`src/rtl/gpio_setclr_pkg.sv`:
```
package gpio_setclr_pkg;

    localparam int unsigned BUS_W       = 64;
    localparam int unsigned BANK_SPLIT  = 16;
    localparam int unsigned OFF_LEVEL   = 'h80;
    localparam int unsigned OFF_SET     = 'h88;
    localparam int unsigned OFF_CLR     = 'h90;
    localparam int unsigned OFF_BANK_HI = 'h100;
    localparam int unsigned CFG_STRIDE  = 8;

    typedef enum logic [2:0] {
        ACC_NONE,
        ACC_LEVEL,
        ACC_SET,
        ACC_CLR,
        ACC_CFG
    } acc_kind_e;

endpackage

```
`src/rtl/gpio_setclr_sync.sv`:
```
module gpio_setclr_sync #(
    parameter int unsigned NPINS = 20
) (
    input  logic             clk,
    input  logic             rst_n,
    input  logic [NPINS-1:0] din,
    output logic [NPINS-1:0] dout
);

    logic [NPINS-1:0] stage1;

    for (genvar g = 0; g < NPINS; g++) begin : g_sync
        always_ff @(posedge clk or negedge rst_n) begin
            if (!rst_n) begin
                stage1[g] <= 1'b0;
                dout[g]   <= 1'b0;
            end else begin
                stage1[g] <= din[g];
                dout[g]   <= stage1[g];
            end
        end
    end

endmodule

```
`src/rtl/gpio_setclr_decode.sv`:
```
module gpio_setclr_decode
    import gpio_setclr_pkg::*;
#(
    parameter int unsigned NPINS  = 20,
    parameter int unsigned ADDR_W = 12,
    parameter int unsigned PIN_W  = 5
) (
    input  logic [ADDR_W-1:0] addr,
    output acc_kind_e         kind,
    output logic [PIN_W-1:0]  pin
);

    localparam int unsigned HI_PINS = NPINS - BANK_SPLIT;
    localparam logic [ADDR_W-1:0] A_LEVEL  = ADDR_W'(OFF_LEVEL);
    localparam logic [ADDR_W-1:0] A_SET    = ADDR_W'(OFF_SET);
    localparam logic [ADDR_W-1:0] A_CLR    = ADDR_W'(OFF_CLR);
    localparam logic [ADDR_W-1:0] A_HI     = ADDR_W'(OFF_BANK_HI);
    localparam logic [ADDR_W-1:0] A_HI_END = ADDR_W'(OFF_BANK_HI + CFG_STRIDE * HI_PINS);

    logic [ADDR_W-1:0] hi_rel;
    logic              unused_lo;

    assign hi_rel    = addr - A_HI;
    assign unused_lo = ^hi_rel[2:0];

    always_comb begin
        kind = ACC_NONE;
        pin  = '0;
        if (addr[2:0] == 3'b000) begin
            if (addr == A_LEVEL) begin
                kind = ACC_LEVEL;
            end else if (addr == A_SET) begin
                kind = ACC_SET;
            end else if (addr == A_CLR) begin
                kind = ACC_CLR;
            end else if (addr < A_LEVEL) begin
                kind = ACC_CFG;
                pin  = PIN_W'(addr[6:3]);
            end else if (addr >= A_HI && addr < A_HI_END) begin
                kind = ACC_CFG;
                pin  = PIN_W'(32'(hi_rel[ADDR_W-1:3]) + BANK_SPLIT);
            end
        end
    end

endmodule

```
`src/rtl/gpio_setclr_bank.sv`:
```
module gpio_setclr_bank
    import gpio_setclr_pkg::*;
#(
    parameter int unsigned NPINS = 20,
    parameter int unsigned PIN_W = 5
) (
    input  logic             clk,
    input  logic             rst_n,
    input  logic             wr_en,
    input  acc_kind_e        kind,
    input  logic [PIN_W-1:0] pin,
    input  logic [NPINS-1:0] wr_bits,
    input  logic             cfg_bit,
    output logic [NPINS-1:0] out_q,
    output logic [NPINS-1:0] oe_q
);

    for (genvar g = 0; g < NPINS; g++) begin : g_pin
        always_ff @(posedge clk or negedge rst_n) begin
            if (!rst_n) begin
                out_q[g] <= 1'b0;
                oe_q[g]  <= 1'b0;
            end else if (wr_en) begin
                unique case (kind)
                    ACC_SET: if (wr_bits[g]) out_q[g] <= 1'b1;
                    ACC_CLR: if (wr_bits[g]) out_q[g] <= 1'b0;
                    ACC_CFG: if (pin == PIN_W'(g)) oe_q[g] <= cfg_bit;
                    default: ;
                endcase
            end
        end
    end

endmodule

```
`src/rtl/gpio_setclr.sv`:
```
module gpio_setclr
    import gpio_setclr_pkg::*;
#(
    parameter int unsigned NPINS  = 20,
    parameter int unsigned ADDR_W = 12
) (
    input  logic              clk,
    input  logic              rst_n,
    input  logic [ADDR_W-1:0] addr,
    input  logic              wr_en,
    input  logic [63:0]       wr_data,
    input  logic              rd_en,
    output logic [63:0]       rd_data,
    input  logic [NPINS-1:0]  pin_in,
    output logic [NPINS-1:0]  pin_out,
    output logic [NPINS-1:0]  pin_oe
);

    localparam int unsigned PIN_W = $clog2(NPINS);

    acc_kind_e          kind;
    logic [PIN_W-1:0]   pin;
    logic [NPINS-1:0]   level;
    logic [BUS_W-1:0]   rd_next;
    logic               unused_hi;

    assign unused_hi = ^wr_data[BUS_W-1:NPINS];

    gpio_setclr_sync #(.NPINS(NPINS)) u_sync (
        .clk  (clk),
        .rst_n(rst_n),
        .din  (pin_in),
        .dout (level)
    );

    gpio_setclr_decode #(.NPINS(NPINS), .ADDR_W(ADDR_W), .PIN_W(PIN_W)) u_decode (
        .addr(addr),
        .kind(kind),
        .pin (pin)
    );

    gpio_setclr_bank #(.NPINS(NPINS), .PIN_W(PIN_W)) u_bank (
        .clk    (clk),
        .rst_n  (rst_n),
        .wr_en  (wr_en),
        .kind   (kind),
        .pin    (pin),
        .wr_bits(wr_data[NPINS-1:0]),
        .cfg_bit(wr_data[0]),
        .out_q  (pin_out),
        .oe_q   (pin_oe)
    );

    always_comb begin
        unique case (kind)
            ACC_LEVEL: rd_next = BUS_W'(level);
            ACC_CFG:   rd_next = BUS_W'(pin_oe[pin]);
            default:   rd_next = '0;
        endcase
    end

    always_ff @(posedge clk or negedge rst_n) begin
        if (!rst_n) begin
            rd_data <= '0;
        end else begin
            rd_data <= rd_en ? rd_next : '0;
        end
    end

    assert_set_bits_R3: assert property (@(posedge clk) disable iff (!rst_n)
        (wr_en && kind == ACC_SET) |=>
            ((pin_out & $past(wr_data[NPINS-1:0])) == $past(wr_data[NPINS-1:0])));

    assert_clr_bits_R4: assert property (@(posedge clk) disable iff (!rst_n)
        (wr_en && kind == ACC_CLR) |=> ((pin_out & $past(wr_data[NPINS-1:0])) == '0));

    assert_cfg_store_R5: assert property (@(posedge clk) disable iff (!rst_n)
        (wr_en && kind == ACC_CFG) |=> (pin_oe[$past(pin)] == $past(wr_data[0])));

    assert_cfg_range_R8: assert property (@(posedge clk) disable iff (!rst_n)
        (kind == ACC_CFG) |-> (32'(pin) < NPINS));

    assert_quiet_write_R8: assert property (@(posedge clk) disable iff (!rst_n)
        (kind == ACC_NONE || kind == ACC_LEVEL) |=> ($stable(pin_out) && $stable(pin_oe)));

    assert_cfg_read_narrow_R5: assert property (@(posedge clk) disable iff (!rst_n)
        (rd_en && kind == ACC_CFG) |=> (rd_data[BUS_W-1:1] == '0));

    assert_idle_read_R9: assert property (@(posedge clk) disable iff (!rst_n)
        !rd_en |=> (rd_data == '0));

endmodule

```
`config.mk`:
```
export PLATFORM = sky130hd
export DESIGN_NAME = gpio_setclr
export DESIGN_NICKNAME = d
export VERILOG_FILES = /design/src/rtl/gpio_setclr_pkg.sv /design/src/rtl/gpio_setclr_sync.sv /design/src/rtl/gpio_setclr_decode.sv /design/src/rtl/gpio_setclr_bank.sv /design/src/rtl/gpio_setclr.sv
export SDC_FILE = /design/constraint.sdc
export NUM_CORES = 1
export LEC_CHECK = 0
export BUFFER_PORTS_ARGS = -buffer_cell sky130_fd_sc_hd__buf_2
export CORE_ASPECT_RATIO = 0.8
export CORE_UTILIZATION = 47
export CTS_BUF_LIST = sky130_fd_sc_hd__clkbuf_2
export CTS_CLUSTER_DIAMETER = 150
export DETAILED_ROUTE_END_ITERATION = 16
export GPL_TIMING_DRIVEN = 0
export PLACE_DENSITY = 0.82
export SYNTH_ARGS = -nofsm -noshare
export SYNTH_HDL_FRONTEND = slang
export SYNTH_SLANG_ARGS = --single-unit
```
`constraint.sdc`:
```
create_clock -name clk -period 1.6 [get_ports clk]
set_input_delay 0.08 -clock clk [delete_from_list [all_inputs] [get_ports clk]]
set_output_delay 0.08 -clock clk [all_outputs]
set_load 0.005 [all_outputs]
```
Word-level counts from Yosys, hierarchy flattened --
Cells that the tools add are included.
Storage, ports and cells: bits in registers 144, word-level logic and storage cells 273, input port bits 100
Operators by class: muxes and demuxes 76, eq/ne operators 66, order comparisons 4, add/subtract/negate cells 2, reductions and logical operators 44
Operator list (count):
- 2-bit inequality test, second input constant | 40
- 4-bit AND reduction | 20
- 64-bit 2-to-1 mux | 1
- 3-bit AND reduction | 20
- 1-bit 2-to-1 mux | 41
- 5-bit by 4-bit == test with 1-bit output, second input constant | 8
- 1-bit one-hot mux with 2 select lines | 20
- 20-bit one-hot mux with 2 select lines | 1
- 12-bit by 8-bit == test with 1-bit output, second input constant | 3
- 5-bit 2-to-1 mux | 6
- 5-bit by 3-bit == test with 1-bit output, second input constant | 4
- 5-bit == test, second input constant | 4
- 3-bit 2-to-1 mux | 6
- 12-bit by 9-bit greater-or-equal comparator with 1-bit output, second input constant | 1
- 12-bit by 8-bit less-than comparator with 1-bit output, second input constant | 1
- 12-bit by 9-bit less-than comparator with 1-bit output, second input constant | 1
- 5-bit by 2-bit == test with 1-bit output, second input constant | 2
- 8-bit by 1-bit subtractor with 8-bit output, second input constant | 1
- 3-bit by 2-bit == test with 1-bit output, second input constant | 2
- 5-bit by 6-bit less-than comparator with 1-bit output, second input constant | 1
- 5-bit adder, second input constant | 1
- 1-bit binary-select mux with 5-bit select | 1
- 5-bit by 1-bit == test with 1-bit output, second input constant | 1
- 5-bit zero test | 1
- other kinds (5) | 5

Longest topological paths before layout --
word-level depth 12, gate-level depth with buffers 6, mapped depth without buffers 4

Modules after synthesis --
Synthesis repeated with hierarchy kept, for this count alone.
Second synthesis, totals: cells, all modules 327, area, all modules 4172.8 µm²
By module, submodules not included:
- gpio_setclr_bank | times used 1, area an instance 1863.0 µm², seq. area each 1001.0 µm², cells an instance 165
- gpio_setclr | times used 1, area an instance 1194.9 µm², seq. area each 500.5 µm², cells an instance 104
- gpio_setclr_sync | times used 1, area an instance 1001.0 µm², seq. area each 1001.0 µm², cells an instance 40
- gpio_setclr_decode | times used 1, area an instance 113.9 µm², seq. area each 0.0 µm², cells an instance 18

Worst setup path after synthesis --
No wires, ideal clock.
kind input to register, start point input addr[0], end point register u_bank.oe_q[3], required time 1.475 ns, stages on the path 6, setup time 0.125 ns, setup slack -0.289 ns, data arrival time 1.765 ns, cells stage by stage or4_4 > or3_1 > buf_2 > buf_6 > nor3_1 > mux2_2
Between the ends: longest elaborated chain between the ends 10
RTL lines:
- start, declared | line gpio_setclr.sv:9 | input logic [ADDR_W-1:0] addr,
- 8-bit by 1-bit subtractor with 8-bit output, or another cell as far along | line gpio_setclr_decode.sv:23 | assign hi_rel = addr - A_HI;
- 5-bit adder or 1-bit logical AND (tied branches) | line gpio_setclr_decode.sv:41, gpio_setclr_decode.sv:39
- 5-bit 2-to-1 mux or 3-bit 2-to-1 mux (tied branches) | line gpio_setclr_decode.sv:39 | end else if (addr >= A_HI && addr < A_HI_END) begin
- 5-bit 2-to-1 mux or 3-bit 2-to-1 mux (tied branches) | line gpio_setclr_decode.sv:36 | end else if (addr < A_LEVEL) begin
- 5-bit 2-to-1 mux or 3-bit 2-to-1 mux (tied branches) | line gpio_setclr_decode.sv:34 | end else if (addr == A_CLR) begin
- 5-bit 2-to-1 mux or 3-bit 2-to-1 mux (tied branches) | line gpio_setclr_decode.sv:32 | end else if (addr == A_SET) begin
- 5-bit 2-to-1 mux or 3-bit 2-to-1 mux (tied branches) | line gpio_setclr_decode.sv:30 | if (addr == A_LEVEL) begin
- 5-bit 2-to-1 mux or 3-bit 2-to-1 mux (tied branches) | line gpio_setclr_decode.sv:29 | if (addr[2:0] == 3'b000) begin
- 5-bit by 2-bit == test with 1-bit output or 3-bit == test (tied branches) | line gpio_setclr_bank.sv:27, gpio_setclr_bank.sv:24
- 3-bit AND reduction (no source line) *
- end signal, assigned by index | line gpio_setclr_bank.sv:27 | ACC_CFG: if (pin == PIN_W'(g)) oe_q[g] <= cfg_bit;
- end, declared | line gpio_setclr_bank.sv:15 | output logic [NPINS-1:0] oe_q
Every way passes the cells marked *; elsewhere a longest branch is shown, timed or not. A chain may end at the register's enable or synchronous reset.

Worst setup path after layout --
start point register u_bank.oe_q[11], end point register rd_data[0]
Between the ends: longest elaborated chain between the ends 4
RTL lines:
- 1-bit binary-select mux with 5-bit select | line gpio_setclr.sv:57 | ACC_CFG: rd_next = BUS_W'(pin_oe[pin]);
- 1-bit 2-to-1 mux (not written as such) | line gpio_setclr.sv:57
- 20-bit one-hot mux with 2 select lines | line gpio_setclr.sv:55 | unique case (kind)
- 64-bit 2-to-1 mux | line gpio_setclr.sv:66 | rd_data <= rd_en ? rd_next : '0;
- end signal, assigned | line gpio_setclr.sv:66
- end, declared | line gpio_setclr.sv:13 | output logic [63:0] rd_data,
Every way passes these cells. The select of a mux whose other input is x is not followed.

==> results by stage <==
Run status:
- The flow ran to the end, and the final reports show no timing, DRC or antenna violations.

Finish:
- The final-stage net count is 623.
- The layout-stage area growth over the synthesis result is 40.2%.
- The end-of-flow core utilization is 69.9%.
- The total inserted antenna cells is 0.
- The number of fill cells is 588.
- The combined area of the multi-input logic cells is 1380 um^2.
- In the final layout, the share of cells above drive strength 1 is a little under half.
- The finished layout holds 636 standard cells, fillers aside.
- The footprint of the flip-flops and latches is 2500 um^2.

Pwr:
- The internal portion of total power is 3220 uW.
- The part of the power in combinational logic is a little over 10%.
- The overall power after layout is 4300 uW.
- The analysis attributes to cell leakage a power of slightly above 0.003 uW.
- The worst ir drop on vdd is 680 uV.
- The clock network accounts for 29.2% of the total power.
- The proportion of power drawn by flip-flops and latches is 60.6%.
- The power per cell area is around 760 nW/um^2.
- The power dissipated by switching net loads is 1080 uW.
- Net switching is 25.1% of the power.

Route:
- After detailed routing, the number of remaining DRC violations is 0.
- The overall via count from detail_route is 2951.
- The number of violations reported at the end of detailed-routing iteration 0 is 178.
- Dividing the detail-routed wire length by the instance count gives between 10 and 15 um.
- The antenna violation net count after detailed routing is 0.
- Summed over all layers, the routed wires come to 9.17 mm.
- The total iterations of the first detailed-routing run is 4.
- Dividing the detail-routed via count by the number of cells gives about 4.6.

Die:
- The die footprint is 9000 um^2.
- The number of top-level design ports is 204.
- From left edge to right edge, the die measures 106 um.
- The row count is 29.
- The die is about 85 um tall.
- The initial core utilization is 49.9%.
- The core region is 8130 um^2.

Global route:
- Global routing used 21.2% of the available tracks.
- The first global-routing pass estimated 14.5 mm of wire.
- The largest net degree at the start of global routing is around 70.
- Global routing finished with a remaining overflow of 0.
- The via count of the first global-routing pass came to 2911.
- The initial antenna violation count came to 0.

Synthesis:
- The synthesized netlist contains 36 unique library cells.
- In the synthesized netlist the async set-or-reset flop fraction comes to 100%.
- The total of warnings raised by yosys is 0.
- The main flop type after synthesis is sky130_fd_sc_hd__dfrtp_1.
- Synthesis produced a netlist whose cell count is just over 300.
- The synthesized area per cell is 13.4 um^2.
- Of the synthesized area, sequential elements account for 61.7%.
- The number of enable flip-flop cells after synthesis is 0.
- The synthesized area is 4050 um^2.
- In this run, synthesis produced a sequential element count of 100.

Setup path:
- In this run the worst path has a maximum fanout of 2.
- The worst setup path is launched from a flip-flop.
- The worst reg-to-reg path cell count is 4.
- The register-to-register setup slack is 0.003 ns.
- The worst reg2reg path startpoint is u_bank.oe_q[11].
- By startpoint and endpoint, the worst setup path is classified as reg2reg.
- STA puts the critical path data required time at 2.05 ns.
- The endpoint type of the worst setup path is a flip-flop.
- Data arrives at the worst endpoint at between 2 and 2.5 ns.
- In this run the critical register-to-register path is captured at rd_data[0].

Placed design:
- The routability-driven placement congestion ratio is between 0.8 and 0.9.
- The half-perimeter wire length after placement is 6.08 mm.
- The cell total after placement is 570.
- The placement-stage worst setup slack is -0.610 ns.
- The number of buffers inserted by port buffering is 115.

Timing:
- The number of slew-limit violations in the final report is 0.
- Derived from the worst setup path, the maximum achievable clock frequency is 626 MHz.
- Setup violations remaining at the end of the flow were counted as 0.
- The number of hold violations in the final report was 0.
- Headroom to the max-slew limit came out at between 60% and 70%.
- Across all setup checks in the final design, the least slack found is ~0.0026 ns.
- For the final database, setup skew stands at approximately 0.027 ns.
- Setup repair after global routing could not meet its margin everywhere.
- The worst path uses 99.8% of the clock period.
- The final hold slack is 0.0626 ns.
- For the finished layout, the period the worst path requires is 1.60 ns.
- The slew at the pin closest to its max-slew limit is 0.542 ns.

Job:
- The total of max-cap violations is 0.

Hold path:
- The worst hold path endpoint is rd_data[0].
- The path category of the worst min-delay check is in2reg.
- The hold path depth is 4.
- The worst hold path begins at addr[8].

Clocking:
- The count of H-tree levels built during CTS is 3.
- The latest clock arrival within the worst-skew pair is roughly 0.55 ns.
- The total CTS buffers is 9.
- The clock-pin slew on the worst setup and hold paths is 0.27 ns.
- The TritonCTS clock tree is built.
- The root buffer cell chosen for the clock tree is sky130_fd_sc_hd__clkbuf_2.
- The maximum clock insertion buffer count is 2.
- The number of sinks driven by the clock tree is 100.
-- final cells by class --
cell class                      count  area share (%)
Clock buffer                       10           0.881
Tap cell                          108            2.38
Clock inverter                      6            1.37
Inverter                            3           0.198
Timing Repair Buffer              167            19.6
Buffer                             58            7.24
Multi-Input combinational cell    184            24.4
Sequential cell                   100            44.0
-- sequential cells by signal, indices dropped and copies added (netlist names) --
register / count
u_sync.stage1: 20
rd_data: 20
u_sync.dout: 20
u_bank.out_q: 20
u_bank.oe_q: 20
-- worst max path at each step --
stage	startpoint	to
floorplan	addr[11]	u_bank.oe_q[15]
global placement	addr[4]	u_bank.out_q[12]
detailed placement	addr[4]	u_bank.out_q[11]
CTS	u_bank.oe_q[13]	rd_data[0]
global route	u_bank.oe_q[11]	rd_data[0]
finish	u_bank.oe_q[11]	rd_data[0]
-- synth_stat cells, types with 4 or more instances --
master,n,area [um^2]
sky130_fd_sc_hd__and2_1,19,119
sky130_fd_sc_hd__buf_4,44,330
sky130_fd_sc_hd__clkbuf_1,11,41.3
sky130_fd_sc_hd__dfrtp_1,100,2500
sky130_fd_sc_hd__mux2_2,38,428
sky130_fd_sc_hd__mux4_2,4,90.1
sky130_fd_sc_hd__nand3_1,23,115
sky130_fd_sc_hd__nor2_1,8,30.0
sky130_fd_sc_hd__nor3_1,9,45.0
sky130_fd_sc_hd__nor4_1,7,43.8
-- placed cells by master, fill, tap and decap left out, types with 2 or more instances in the layout --
master                          instances
sky130_fd_sc_hd__buf_4                 51
sky130_fd_sc_hd__nor2_1                 8
sky130_fd_sc_hd__mux2_1                 3
sky130_fd_sc_hd__nor4_1                 7
sky130_fd_sc_hd__buf_12                 2
sky130_fd_sc_hd__conb_1                44
sky130_fd_sc_hd__or2_2                  2
sky130_fd_sc_hd__buf_2                115
sky130_fd_sc_hd__clkbuf_2              13
sky130_fd_sc_hd__and2_1                19
sky130_fd_sc_hd__nand3_1               23
sky130_fd_sc_hd__inv_1                  3
sky130_fd_sc_hd__nand2b_1               2
sky130_fd_sc_hd__nand2_1                3
sky130_fd_sc_hd__nor4_4                 2
sky130_fd_sc_hd__nor3_2                 7
sky130_fd_sc_hd__a21oi_1                2
sky130_fd_sc_hd__inv_8                  2
sky130_fd_sc_hd__or4_1                  2
sky130_fd_sc_hd__mux2_2                31
sky130_fd_sc_hd__or3_1                  2
sky130_fd_sc_hd__clkbuf_1               7
sky130_fd_sc_hd__dfrtp_1              100
sky130_fd_sc_hd__mux2_4                 7
sky130_fd_sc_hd__dlygate4sd3_1         44
sky130_fd_sc_hd__mux4_2                 4
-- logic make-up (layout without fill, tap and decap cells) --
group,Yosys count,count (layout),synth area share [%]
AO/OA/AOI/OAI,8,8,1.51
AND/OR/NAND/NOR,87,87,13.0
flip-flops,100,100,61.7
other,1,44,0.0925
multiplexers,45,45,13.6
buffers and inverters,62,244,10.1
-- power by group through the flow --
stage,sequential [uW],clock [uW],combinational [uW]
after floorplan,2640,0,173
after global placement,2640,0,320
after detailed placement,2650,0,336
after CTS,2610,1320,426
after global routing,2610,1420,480
final,2610,1260,436
-- what timing repair did --
action / CTS / global route
setup endpoints to repair: 1 / 21
buffers inserted: 5 / 1
gates resized for setup: 0 / 5
endpoints found under the hold margin: 142 / 0
hold buffers: 45 / 0
pin swaps: 1 / 0
-- critical path, cell delays in order, from the launching register on --
cell and delay (ns):
sky130_fd_sc_hd__dfrtp_1 0.45, sky130_fd_sc_hd__mux4_2 0.48, sky130_fd_sc_hd__a21oi_1 0.17, sky130_fd_sc_hd__a2111oi_1 0.10
sky130_fd_sc_hd__a221o_1 0.31
-- per-stage QoR --
step,instance area (um^2),setup TNS (ns)
floorplan,4310,-3.62
global placement,5020,-65.49
detailed placement,5050,-24.32
CTS,5670,0
global route,5680,-0.0136
finish,5680,0
-- layer usage --
metal | wire (um) | share of wire, % | global-route usage [%] | vias to the layer above
li1 | - | - | - | 1395
met1 | 3690 | 40 | 26.5 | 1434
met2 | 4800 | 52 | 36.7 | 118
met3 | 630 | 6.9 | 6.22 | 4
met4 | 47 | 0.51 | 4.80 | 0
met5 | 0 | 0 | 0 | -
Power figures use the tool's default switching activity.
